--- src/rtl/sio_pkg.sv ---
// Shared types for the clocked serial port.
// Assumes: nothing beyond IEEE 1800-2017.
package sio_pkg;
    typedef enum logic {
        SRC_INTERNAL = 1'b0,
        SRC_EXTERNAL = 1'b1
    } clk_src_e;
endpackage

--- src/rtl/sio_clkgen.sv ---
// Serial clock source: an internal half-period divider, or the edges of an
// external pin after a two-stage synchronizer. Emits one-cycle fall and rise
// events in the system clock domain.
// Assumes: div changes only while run_en is low.
module sio_clkgen
    import sio_pkg::*;
#(
    parameter int DIV_W = 8
) (
    input  logic             clk,
    input  logic             rst_n,
    input  clk_src_e         src,
    input  logic [DIV_W-1:0] div,
    input  logic             run_en,
    input  logic             want,
    input  logic             sck_i,
    output logic             sck_o,
    output logic             fall_ev,
    output logic             rise_ev
);
    logic [DIV_W-1:0] cnt_q;
    logic             sck_q;
    logic [2:0]       sync_q;
    logic             running;
    logic             tick;

    assign running = want || !sck_q;
    assign tick    = (cnt_q == div);

    // Internal divider: toggles the clock every div+1 cycles while running.
    always_ff @(posedge clk) begin
        if (!rst_n || !run_en || src == SRC_EXTERNAL) begin
            cnt_q <= '0;
            sck_q <= 1'b1;
        end else if (!running) begin
            cnt_q <= '0;
        end else if (tick) begin
            cnt_q <= '0;
            sck_q <= !sck_q;
        end else begin
            cnt_q <= cnt_q + 1'b1;
        end
    end

    // Two synchronizer stages plus a history stage for edge detection.
    always_ff @(posedge clk) begin
        if (!rst_n) sync_q <= 3'b111;
        else        sync_q <= {sync_q[1:0], sck_i};
    end

    // Event selection between the two sources.
    always_comb begin
        if (src == SRC_EXTERNAL) begin
            fall_ev = run_en && sync_q[2] && !sync_q[1];
            rise_ev = run_en && !sync_q[2] && sync_q[1];
        end else begin
            fall_ev = run_en && running && tick && sck_q;
            rise_ev = run_en && tick && !sck_q;
        end
    end

    assign sck_o = sck_q;

    AST_DIV_RANGE: assert property (@(posedge clk) disable iff (!rst_n)
        cnt_q <= div);
endmodule

--- src/rtl/sio_tx.sv ---
// Transmit path: holding register, shift register and empty flag.
// Assumes: load and shift are never high in the same cycle.
module sio_tx #(
    parameter int DATA_W = 8
) (
    input  logic              clk,
    input  logic              rst_n,
    input  logic              tx_en,
    input  logic              wr,
    input  logic [DATA_W-1:0] wdata,
    input  logic              load,
    input  logic              shift,
    output logic              tx_empty,
    output logic              sd_o
);
    logic [DATA_W-1:0] tdr_q;
    logic [DATA_W-1:0] tsr_q;

    // Holding register, empty flag and LSB-first shifter.
    always_ff @(posedge clk) begin
        if (!rst_n || !tx_en) begin
            tdr_q    <= '0;
            tsr_q    <= '1;
            tx_empty <= 1'b1;
            sd_o     <= 1'b1;
        end else begin
            if (wr) tdr_q <= wdata;
            if (wr) tx_empty <= 1'b0;
            else if (load && !tx_empty) tx_empty <= 1'b1;
            if (load) begin
                if (!tx_empty) begin
                    tsr_q <= {1'b1, tdr_q[DATA_W-1:1]};
                    sd_o  <= tdr_q[0];
                end else begin
                    tsr_q <= '1;
                    sd_o  <= 1'b1;
                end
            end else if (shift) begin
                tsr_q <= {1'b1, tsr_q[DATA_W-1:1]};
                sd_o  <= tsr_q[0];
            end
        end
    end

    AST_TXE_DISABLED: assert property (@(posedge clk) disable iff (!rst_n)
        !tx_en |=> (tx_empty && sd_o));
endmodule

--- src/rtl/sio_rx.sv ---
// Receive path: shift register, holding register, full and overrun flags.
// Assumes: done coincides with the sample of the last bit.
module sio_rx #(
    parameter int DATA_W = 8
) (
    input  logic              clk,
    input  logic              rst_n,
    input  logic              rx_en,
    input  logic              sample,
    input  logic              done,
    input  logic              sd_i,
    input  logic              rd_ack,
    input  logic              ovr_clr,
    output logic [DATA_W-1:0] rdr_data,
    output logic              rx_full,
    output logic              overrun
);
    logic [DATA_W-1:0] rsr_q;
    logic [DATA_W-1:0] next_word;
    logic              blocked;

    assign next_word = {sd_i, rsr_q[DATA_W-1:1]};
    assign blocked   = rx_full && !rd_ack;

    // Shift register: LSB arrives first and ends at bit 0.
    always_ff @(posedge clk) begin
        if (!rst_n)                rsr_q <= '0;
        else if (sample && rx_en)  rsr_q <= next_word;
    end

    // Flags and holding register; the enable never clears them.
    always_ff @(posedge clk) begin
        if (!rst_n) begin
            rdr_data <= '0;
            rx_full  <= 1'b0;
            overrun  <= 1'b0;
        end else begin
            if (done && rx_en && !blocked) begin
                rdr_data <= next_word;
                rx_full  <= 1'b1;
            end else if (rd_ack) begin
                rx_full  <= 1'b0;
            end
            if (done && rx_en && blocked) overrun <= 1'b1;
            else if (ovr_clr)             overrun <= 1'b0;
        end
    end

    AST_RX_HOLD: assert property (@(posedge clk) disable iff (!rst_n)
        !rx_en |=> $stable(rdr_data));
    AST_OVR_KEEPS: assert property (@(posedge clk) disable iff (!rst_n)
        (done && rx_en && rx_full && !rd_ack) |=> (overrun && $stable(rdr_data)));
endmodule

--- src/rtl/sync_serial_port.sv ---
// Top level: format register, character sequencer and the two data paths.
// Assumes: software disables both enables before a format change.
module sync_serial_port
    import sio_pkg::*;
#(
    parameter int DATA_W    = 8,
    parameter int DIV_W     = 8,
    parameter int DIV_RESET = 0
) (
    input  logic              clk,
    input  logic              rst_n,
    input  logic              cfg_wr,
    input  logic              cfg_ext_clk,
    input  logic [DIV_W-1:0]  cfg_div,
    input  logic              tx_en,
    input  logic              rx_en,
    input  logic              tdr_wr,
    input  logic [DATA_W-1:0] tdr_wdata,
    input  logic              rd_ack,
    input  logic              ovr_clr,
    output logic [DATA_W-1:0] rdr_data,
    output logic              rx_full,
    output logic              tx_empty,
    output logic              overrun,
    input  logic              sck_i,
    output logic              sck_o,
    output logic              sck_oe,
    input  logic              sd_i,
    output logic              sd_o
);
    localparam int                CNT_W = $clog2(DATA_W);
    localparam logic [CNT_W-1:0]  LAST  = CNT_W'(DATA_W - 1);

    clk_src_e         src_q;
    logic [DIV_W-1:0] div_q;
    logic             run_en;
    logic             active_q;
    logic [CNT_W-1:0] bit_cnt;
    logic             start_ok;
    logic             fall_ev, rise_ev;
    logic             start, shift, sample, done;

    assign run_en = tx_en || rx_en;

    // Format register, writable only while both directions are disabled.
    always_ff @(posedge clk) begin
        if (!rst_n) begin
            src_q <= SRC_INTERNAL;
            div_q <= DIV_W'(DIV_RESET);
        end else if (cfg_wr && !run_en) begin
            src_q <= cfg_ext_clk ? SRC_EXTERNAL : SRC_INTERNAL;
            div_q <= cfg_div;
        end
    end

    // Whether a new character may begin at the next falling edge.
    always_comb begin
        if (src_q == SRC_EXTERNAL)
            start_ok = rx_en || (tx_en && !tx_empty);
        else
            start_ok = (tx_en && !tx_empty) || (rx_en && !tx_en && !overrun);
    end

    assign start  = fall_ev && !active_q && start_ok;
    assign shift  = fall_ev && active_q;
    assign sample = rise_ev && active_q;
    assign done   = sample && (bit_cnt == LAST);

    // Character sequencer: counts rising edges within one character.
    always_ff @(posedge clk) begin
        if (!rst_n || !run_en) begin
            active_q <= 1'b0;
            bit_cnt  <= '0;
        end else if (start) begin
            active_q <= 1'b1;
            bit_cnt  <= '0;
        end else if (sample) begin
            if (bit_cnt == LAST) active_q <= 1'b0;
            bit_cnt <= bit_cnt + 1'b1;
        end
    end

    sio_clkgen #(.DIV_W(DIV_W)) i_clkgen (
        .clk     (clk),
        .rst_n   (rst_n),
        .src     (src_q),
        .div     (div_q),
        .run_en  (run_en),
        .want    (active_q || start_ok),
        .sck_i   (sck_i),
        .sck_o   (sck_o),
        .fall_ev (fall_ev),
        .rise_ev (rise_ev)
    );

    sio_tx #(.DATA_W(DATA_W)) i_tx (
        .clk      (clk),
        .rst_n    (rst_n),
        .tx_en    (tx_en),
        .wr       (tdr_wr),
        .wdata    (tdr_wdata),
        .load     (start),
        .shift    (shift),
        .tx_empty (tx_empty),
        .sd_o     (sd_o)
    );

    sio_rx #(.DATA_W(DATA_W)) i_rx (
        .clk      (clk),
        .rst_n    (rst_n),
        .rx_en    (rx_en),
        .sample   (sample),
        .done     (done),
        .sd_i     (sd_i),
        .rd_ack   (rd_ack),
        .ovr_clr  (ovr_clr),
        .rdr_data (rdr_data),
        .rx_full  (rx_full),
        .overrun  (overrun)
    );

    assign sck_oe = (src_q == SRC_INTERNAL);

    AST_IDLE_HIGH: assert property (@(posedge clk) disable iff (!rst_n)
        (src_q == SRC_INTERNAL && !active_q) |-> sck_o);
    AST_EIGHT_PULSES: assert property (@(posedge clk) disable iff (!rst_n)
        ($fell(active_q) && $past(run_en)) |-> ($past(bit_cnt) == LAST));
    AST_CFG_LOCK: assert property (@(posedge clk) disable iff (!rst_n)
        run_en |=> ($stable(src_q) && $stable(div_q)));
endmodule

--- config.mk ---
export PLATFORM = sky130hd
export DESIGN_NAME = sync_serial_port
export DESIGN_NICKNAME = d
export VERILOG_FILES = /design/src/rtl/sio_pkg.sv /design/src/rtl/sio_clkgen.sv /design/src/rtl/sio_tx.sv /design/src/rtl/sio_rx.sv /design/src/rtl/sync_serial_port.sv
export SDC_FILE = /design/constraint.sdc
export NUM_CORES = 1
export LEC_CHECK = 0
export ABC_AREA = 1
export BUFFER_PORTS_ARGS = -buffer_cell sky130_fd_sc_hd__buf_2
export CORE_ASPECT_RATIO = 0.9
export CORE_MARGIN = 2
export CORE_UTILIZATION = 45
export DETAILED_ROUTE_END_ITERATION = 7
export GPL_TIMING_DRIVEN = 0
export PLACE_DENSITY_LB_ADDON = 0.2
export SYNTH_ARGS = -nofsm -noshare
export SYNTH_HDL_FRONTEND = slang
export SYNTH_SLANG_ARGS = --single-unit
--- constraint.sdc ---
create_clock -name clk -period 3.2 [get_ports clk]
set_input_delay 0.64 -clock clk [delete_from_list [all_inputs] [get_ports clk]]
set_output_delay 0.64 -clock clk [all_outputs]
set_load 0.01 [all_outputs]
Word-level counts from Yosys, hierarchy flattened --
Index checks and enable logic that the tools add are counted.
Storage, ports and cells: bits in writable memories 0, register bits after elaboration 61, bits in latches 0, input port bits 27, logic and storage cells 93, output and inout port bits 14, memories 0, bits in read-only memories 0
Operators by class: shift operators 0, reductions and logical operators 53, divide/modulo/power cells 0, $lt $le $gt $ge 0, equality and inequality tests 2, add/subtract/negate cells 2, mux-type cells 19, bitwise gates (word level) 2, multiply operators 0
Operators by type and width (count):
- 1-bit logical AND | 24
- 1-bit 2-to-1 mux | 16
- 8-bit 2-to-1 mux | 2
- 2-bit nonzero test | 6
- 1-bit logical NOT | 11
- 8-bit by 1-bit adder with 8-bit output, second input constant | 1
- 8-bit == test | 1
- 1-bit logical OR | 8
- 7-bit 2-to-1 mux | 1
- 2-bit AND reduction | 2
- 3-bit by 1-bit adder with 3-bit output, second input constant | 1
- 3-bit == test, second input constant | 1
- 3-bit OR reduction | 1
- 1-bit inverter | 2
- 2-bit OR reduction | 1

Depth between registers and ports, before layout --
word-level depth 16, depth in mapped cells 13, depth with buffers taken out 12

Hierarchy --
Synthesis repeated with hierarchy kept, for this count alone.
Second synthesis, totals: cell total of the unflattened synthesis 365, area, all modules 2663.8 um^2
Modules (own cells, without submodules):
- sio_tx | sequential area each 340.3 um^2, instances 1, area each 726.9 um^2, cells an instance 107
- sio_clkgen | sequential area each 240.2 um^2, instances 1, area each 671.9 um^2, cells an instance 91
- sio_rx | sequential area each 340.3 um^2, instances 1, area each 670.6 um^2, cells an instance 86
- sync_serial_port | sequential area each 260.2 um^2, instances 1, area each 594.3 um^2, cells an instance 81

Worst setup path after synthesis --
No wires, ideal clock.
kind input to register, start point input tx_en, end point register i_tx.sd_o, path buffers 1, setup time 0.117 ns, path slack 1.448 ns, stages on the path 11, arrival 1.636 ns, required time 3.083 ns, path through o21ai_2 -> nand2_1 -> nand2_1 -> inv_2 -> nand2_2 -> nand2_2 -> o21ai_4 -> nand2_4 -> buf_6 -> a21oi_1 -> nand2_1
Between the ends: word-level cells in the longest chain between the ends 14, elaborated cells between the ends (all ways) 22, those cells by class mux: 3; reduce/logical: 19
Ends and longest elaborated chain:
- from (decl) | line sync_serial_port.sv:15 | input logic tx_en,
- 1-bit logical NOT | line sio_tx.sv:21, sync_serial_port.sv:61
- 1-bit logical AND (2 in a row) | line sync_serial_port.sv:61 | start_ok = (tx_en && !tx_empty) || (rx_en && !tx_en && !overrun);
- 1-bit logical OR | line sync_serial_port.sv:61
- 1-bit 2-to-1 mux | line sync_serial_port.sv:58 | if (src_q == SRC_EXTERNAL)
- 1-bit logical OR | line sync_serial_port.sv:89 | .want (active_q || start_ok),
- 1-bit logical OR | line sio_clkgen.sv:27 | assign running = want || !sck_q;
- 1-bit logical AND (3 in a row) | line sio_clkgen.sv:57 | fall_ev = run_en && running && tick && sck_q;
- 1-bit 2-to-1 mux | line sio_clkgen.sv:53 | if (src == SRC_EXTERNAL) begin
- 1-bit logical AND (2 in a row) | line sync_serial_port.sv:64 | assign start = fall_ev && !active_q && start_ok;
- 1-bit 2-to-1 mux or 2-bit nonzero test (tied branches)
- to (signal assigned) | line sio_tx.sv:33 | sd_o <= tdr_q[0];
- to (signal assigned) | line sio_tx.sv:40 | sd_o <= tsr_q[0];
- to (decl) | line sio_tx.sv:14 | output logic sd_o
Several ways; a longest one is shown, not always the timed one. A chain may end at the register's enable or synchronous reset.

Worst setup path after layout --
start point input rx_en, end point register i_rx.rsr_q[4]
Between the ends: word-level cells in the longest chain between the ends 6, elaborated cells between the ends (all ways) 8, those cells by class mux: 1; reduce/logical: 7
Ends and longest elaborated chain:
- from (decl) | line sync_serial_port.sv:16 | input logic rx_en,
- 1-bit logical OR | line sync_serial_port.sv:43 | assign run_en = tx_en || rx_en;
- 1-bit logical AND (on tied branches) (2 in a row) | line sio_clkgen.sv:58, sio_clkgen.sv:55
- 1-bit 2-to-1 mux | line sio_clkgen.sv:53
- 1-bit logical AND | line sync_serial_port.sv:66 | assign sample = rise_ev && active_q;
- 1-bit logical AND (*) | line sio_rx.sv:28 | else if (sample && rx_en) rsr_q <= next_word;
- to (signal assigned) | line sio_rx.sv:28
- to (decl) | line sio_rx.sv:18 | logic [DATA_W-1:0] rsr_q;
Mark *: on every way between the ends. The rest lies on a longest branch, timed or not.

==> flow_summary.toml <==
[run_status]
status = "finished clean"

[setup_path]
worstPathArrival_ns = 1.94
start_kind = "primary input"
cp_cell_sequence = "buf_2, inv_2, nand2_2, a21oi_1, nor3_4, nand3_1, buf_2, o21ai_1, a21oi_1"
rr_worst_depth = 9
regToRegEndpoint = "i_tx.tsr_q[3]"
r2r_slack_ns = 1.50
crit_fanout = 10
rr_startpoint = "i_clkgen.cnt_q[0]"
crit_start = "rx_en"
slowest_stage = "nor3_4"
critPathKind = "in2reg"
crit_required_ns = 3.42
slowest_delay_ns = 0.26
worstSetupEndpointType = "flop"

[layout]
syn_to_final_growth_pct = 19.75
multi_input_area_um2 = 1190
regArea_um2 = 1181
final.fill_count = 507
drive_gt1_share_pct = 21.88
layout.nets = 409
antenna_cells = 0

[drt]
drt-pass1-iter-count = 4
drcViolationCount = 0
wirelength_mm = 4.784
via_count = 2122
drtAntennaViolNets = 0
vias_per_cell = 4.705
wl_per_cell_um = 10.61
drtIter0Drc = 72

[die]
io_pins = 41
die_h_um = 75.19
start_util_pct = 47.37
chipWidth_um = 83.10
coreArea_um2 = 5349
fp.dieArea_um2 = 6248
placementRows = 25

[hold_path]
min_to = "i_clkgen.sync_q[1]"
min_delay_path_depth = 1
min_path_type = "reg2reg"
min_from = "i_clkgen.sync_q[0]"

[synth]
synth_area_um2 = 2534
synth_xor_area_share_pct = 3.111
yosys-top-cells-area = "dfxtp_1 47%, nand2_1 9.8%, nor2_1 8.0%"
synth-adder-area-share_pct = 1.481
synth_seq_cells = 59
synthMuxAreaShare_pct = 0
seq_area_frac_synth_pct = 46.62
synth_top_family_by_area = "simple AND/OR/NAND/NOR gates"
netlist_instances = 330
yosys.area_share.simple_pct = 28.84
synth_compound_area_share_pct = 13.53
synth_nets = 360
synth_cell_types = 33
yosysTopAreaCellShare_pct = 46.62
synth_largest_area_cell = "dfxtp_1"
yosysWarnings = 0
syn_area_per_cell_um2 = 7.678

[clock_tree]
postCtsHoldBufs = 0
clock-root-buffer = "clkbuf_8"
cts_resized = 0
cts-htree-levels = 3
cts_buffers = 9
clkTransAtPathRegs_ns = 0.07
max-clock-path-buffers = 2
cts_setup_buffers = 0
clock_latency_ns = 0.34
cts.sinks = 59
cts_tree = "built"

[global_routing]
antenna_found_initial = 0
grt_pass1_vias = 2008
grt_overflow_total = 0
grt_max_degree = 12
grt_pass1_wl_mm = 8.680
track_usage_pct = 17.60

[placed_design]
gp_congestion = 0.7709
dp_hpwl_mm = 3.603
place_ws_ns = 1.122
portBuffers = 38

[sta]
final-max-slew-violation-count = 0
period_needed_ns = 1.720
max_clock_freq_mhz = 581.5
fin_ws_ns = 1.480
setup-violations-final = 0
fin_tns_setup_ns = 0
worst_slew_pin_slew_ns = 0.4464
rsz0062_at_grt = "no"
fin_worst_skew_ns = 0.008288
fin_crit_sh_pct = 53.74
relSlewSlack_pct = 70.24
hold_violations = 0

[power_and_ir_drop]
powerDensity_nw_per_um2 = 544.3
power_leakage_nw = 1.291
peakVddDrop_mv = 0.3077

[job]
maxCapViolCount = 0
synthesized netlist by cell type, drive strengths merged:
master,count
o211ai,1
nand4,2
inv,33
a21boi,1
ha,3
clkbuf,6
o21ai,26
xor2,4
nor3,3
o21a,1
buf,2
nand3,17
a21oi,32
nand2,72
o21bai,1
or2,2
nor3b,2
xnor2,5
nor2,58
dfxtp,59
power by group:
group | leakage (nW) | internal [mW] | total [mW] | switching (mW)
combinational | 0.704 | 0.0495 | 0.133 | 0.0833
clock | 0.108 | 0.459 | 0.759 | 0.300
sequential | 0.479 | 0.750 | 0.759 | 0.00964
total | 1.29 | 1.26 | 1.65 | 0.393
critical path, delay by kind of cell:
kind	cells	cell delay, ns
compound gates	3	0.30
simple gates	3	0.60
buf+inv	3	0.41
routing by layer:
metal | global-route usage [%] | part of all wire, % | up-vias
met5 | 0 | 0 | -
met3 | 7.346 | 5.5 | 6
met4 | 6.740 | 1.3 | 0
met2 | 27.96 | 44 | 44
met1 | 21.70 | 49 | 919
li1 | - | - | 1153
sequential cells by signal (all words and copies together), names as in the netlist:
register	count
i_rx.rsr_q	7
i_rx.overrun	1
bit_cnt	3
i_clkgen.cnt_q	8
i_rx.rx_full	1
i_tx.sd_o	1
i_clkgen.sck_o	1
i_rx.rdr_data	8
i_clkgen.sync_q	3
i_tx.tdr_q	8
i_tx.tx_empty	1
i_tx.tsr_q	7
src_q	1
div_q	8
active_q	1
logic make-up (layout without fill, tap and decap cells):
| family | after synthesis | after routing |
|---|---|---|
| AND/OR/NAND/NOR | 156 | 156 |
| adder cells (fa/ha/maj) | 3 | 3 |
| AO/OA/AOI/OAI | 62 | 62 |
| buffers and inverters | 41 | 95 |
| XOR/XNOR | 9 | 9 |
| flip-flops | 59 | 59 |
how the worst max path moves through the flow:
stage	endpoint	depth (start not counted)
final	i_rx.rsr_q[4]	9
after global routing	i_clkgen.cnt_q[3]	7
after CTS	i_tx.tsr_q[3]	9
after detailed placement	i_rx.rsr_q[4]	9
after global placement	i_rx.rsr_q[4]	9
after floorplan	i_tx.sd_o	11
layout make-up:
type / count / share of cell area (%)
Multi-Input combinational cell: 230 / 39.22
Sequential cell: 59 / 38.93
Buffer: 8 / 1.278
Clock inverter: 6 / 2.928
Clock buffer: 10 / 4.536
Tap cell: 67 / 2.763
Timing Repair Buffer: 38 / 6.268
Inverter: 33 / 4.082
layout by cell type, fill, tap and decap left out, drive strengths merged:
cell type | netlist | layout
a21boi | 1 | 1
a21oi | 32 | 32
buf | 2 | 40
bufinv | 0 | 2
clkbuf | 6 | 16
clkinv | 0 | 2
clkinvlp | 0 | 2
dfxtp | 59 | 59
ha | 3 | 3
inv | 33 | 33
nand2 | 72 | 72
nand3 | 17 | 17
nand4 | 2 | 2
nor2 | 58 | 58
nor3 | 3 | 3
nor3b | 2 | 2
o211ai | 1 | 1
o21a | 1 | 1
o21ai | 26 | 26
o21bai | 1 | 1
or2 | 2 | 2
xnor2 | 5 | 5
xor2 | 4 | 4
stage by stage:
step	hold slack (ns)	area, um2	util (%)	power (mW)	instances
2_1_floorplan	0.3925	2534	-	0.8721	330
3_3_place_gp	0.3966	2808	52.49	0.9076	435
3_5_place_dp	0.4021	2808	52.49	0.9099	435
4_1_cts	0.4340	3034	56.73	1.674	451
5_1_grt	0.4437	3034	56.73	1.729	451
6_report	0.4332	3034	56.73	1.652	451
Power figures use the tool's default switching activity.
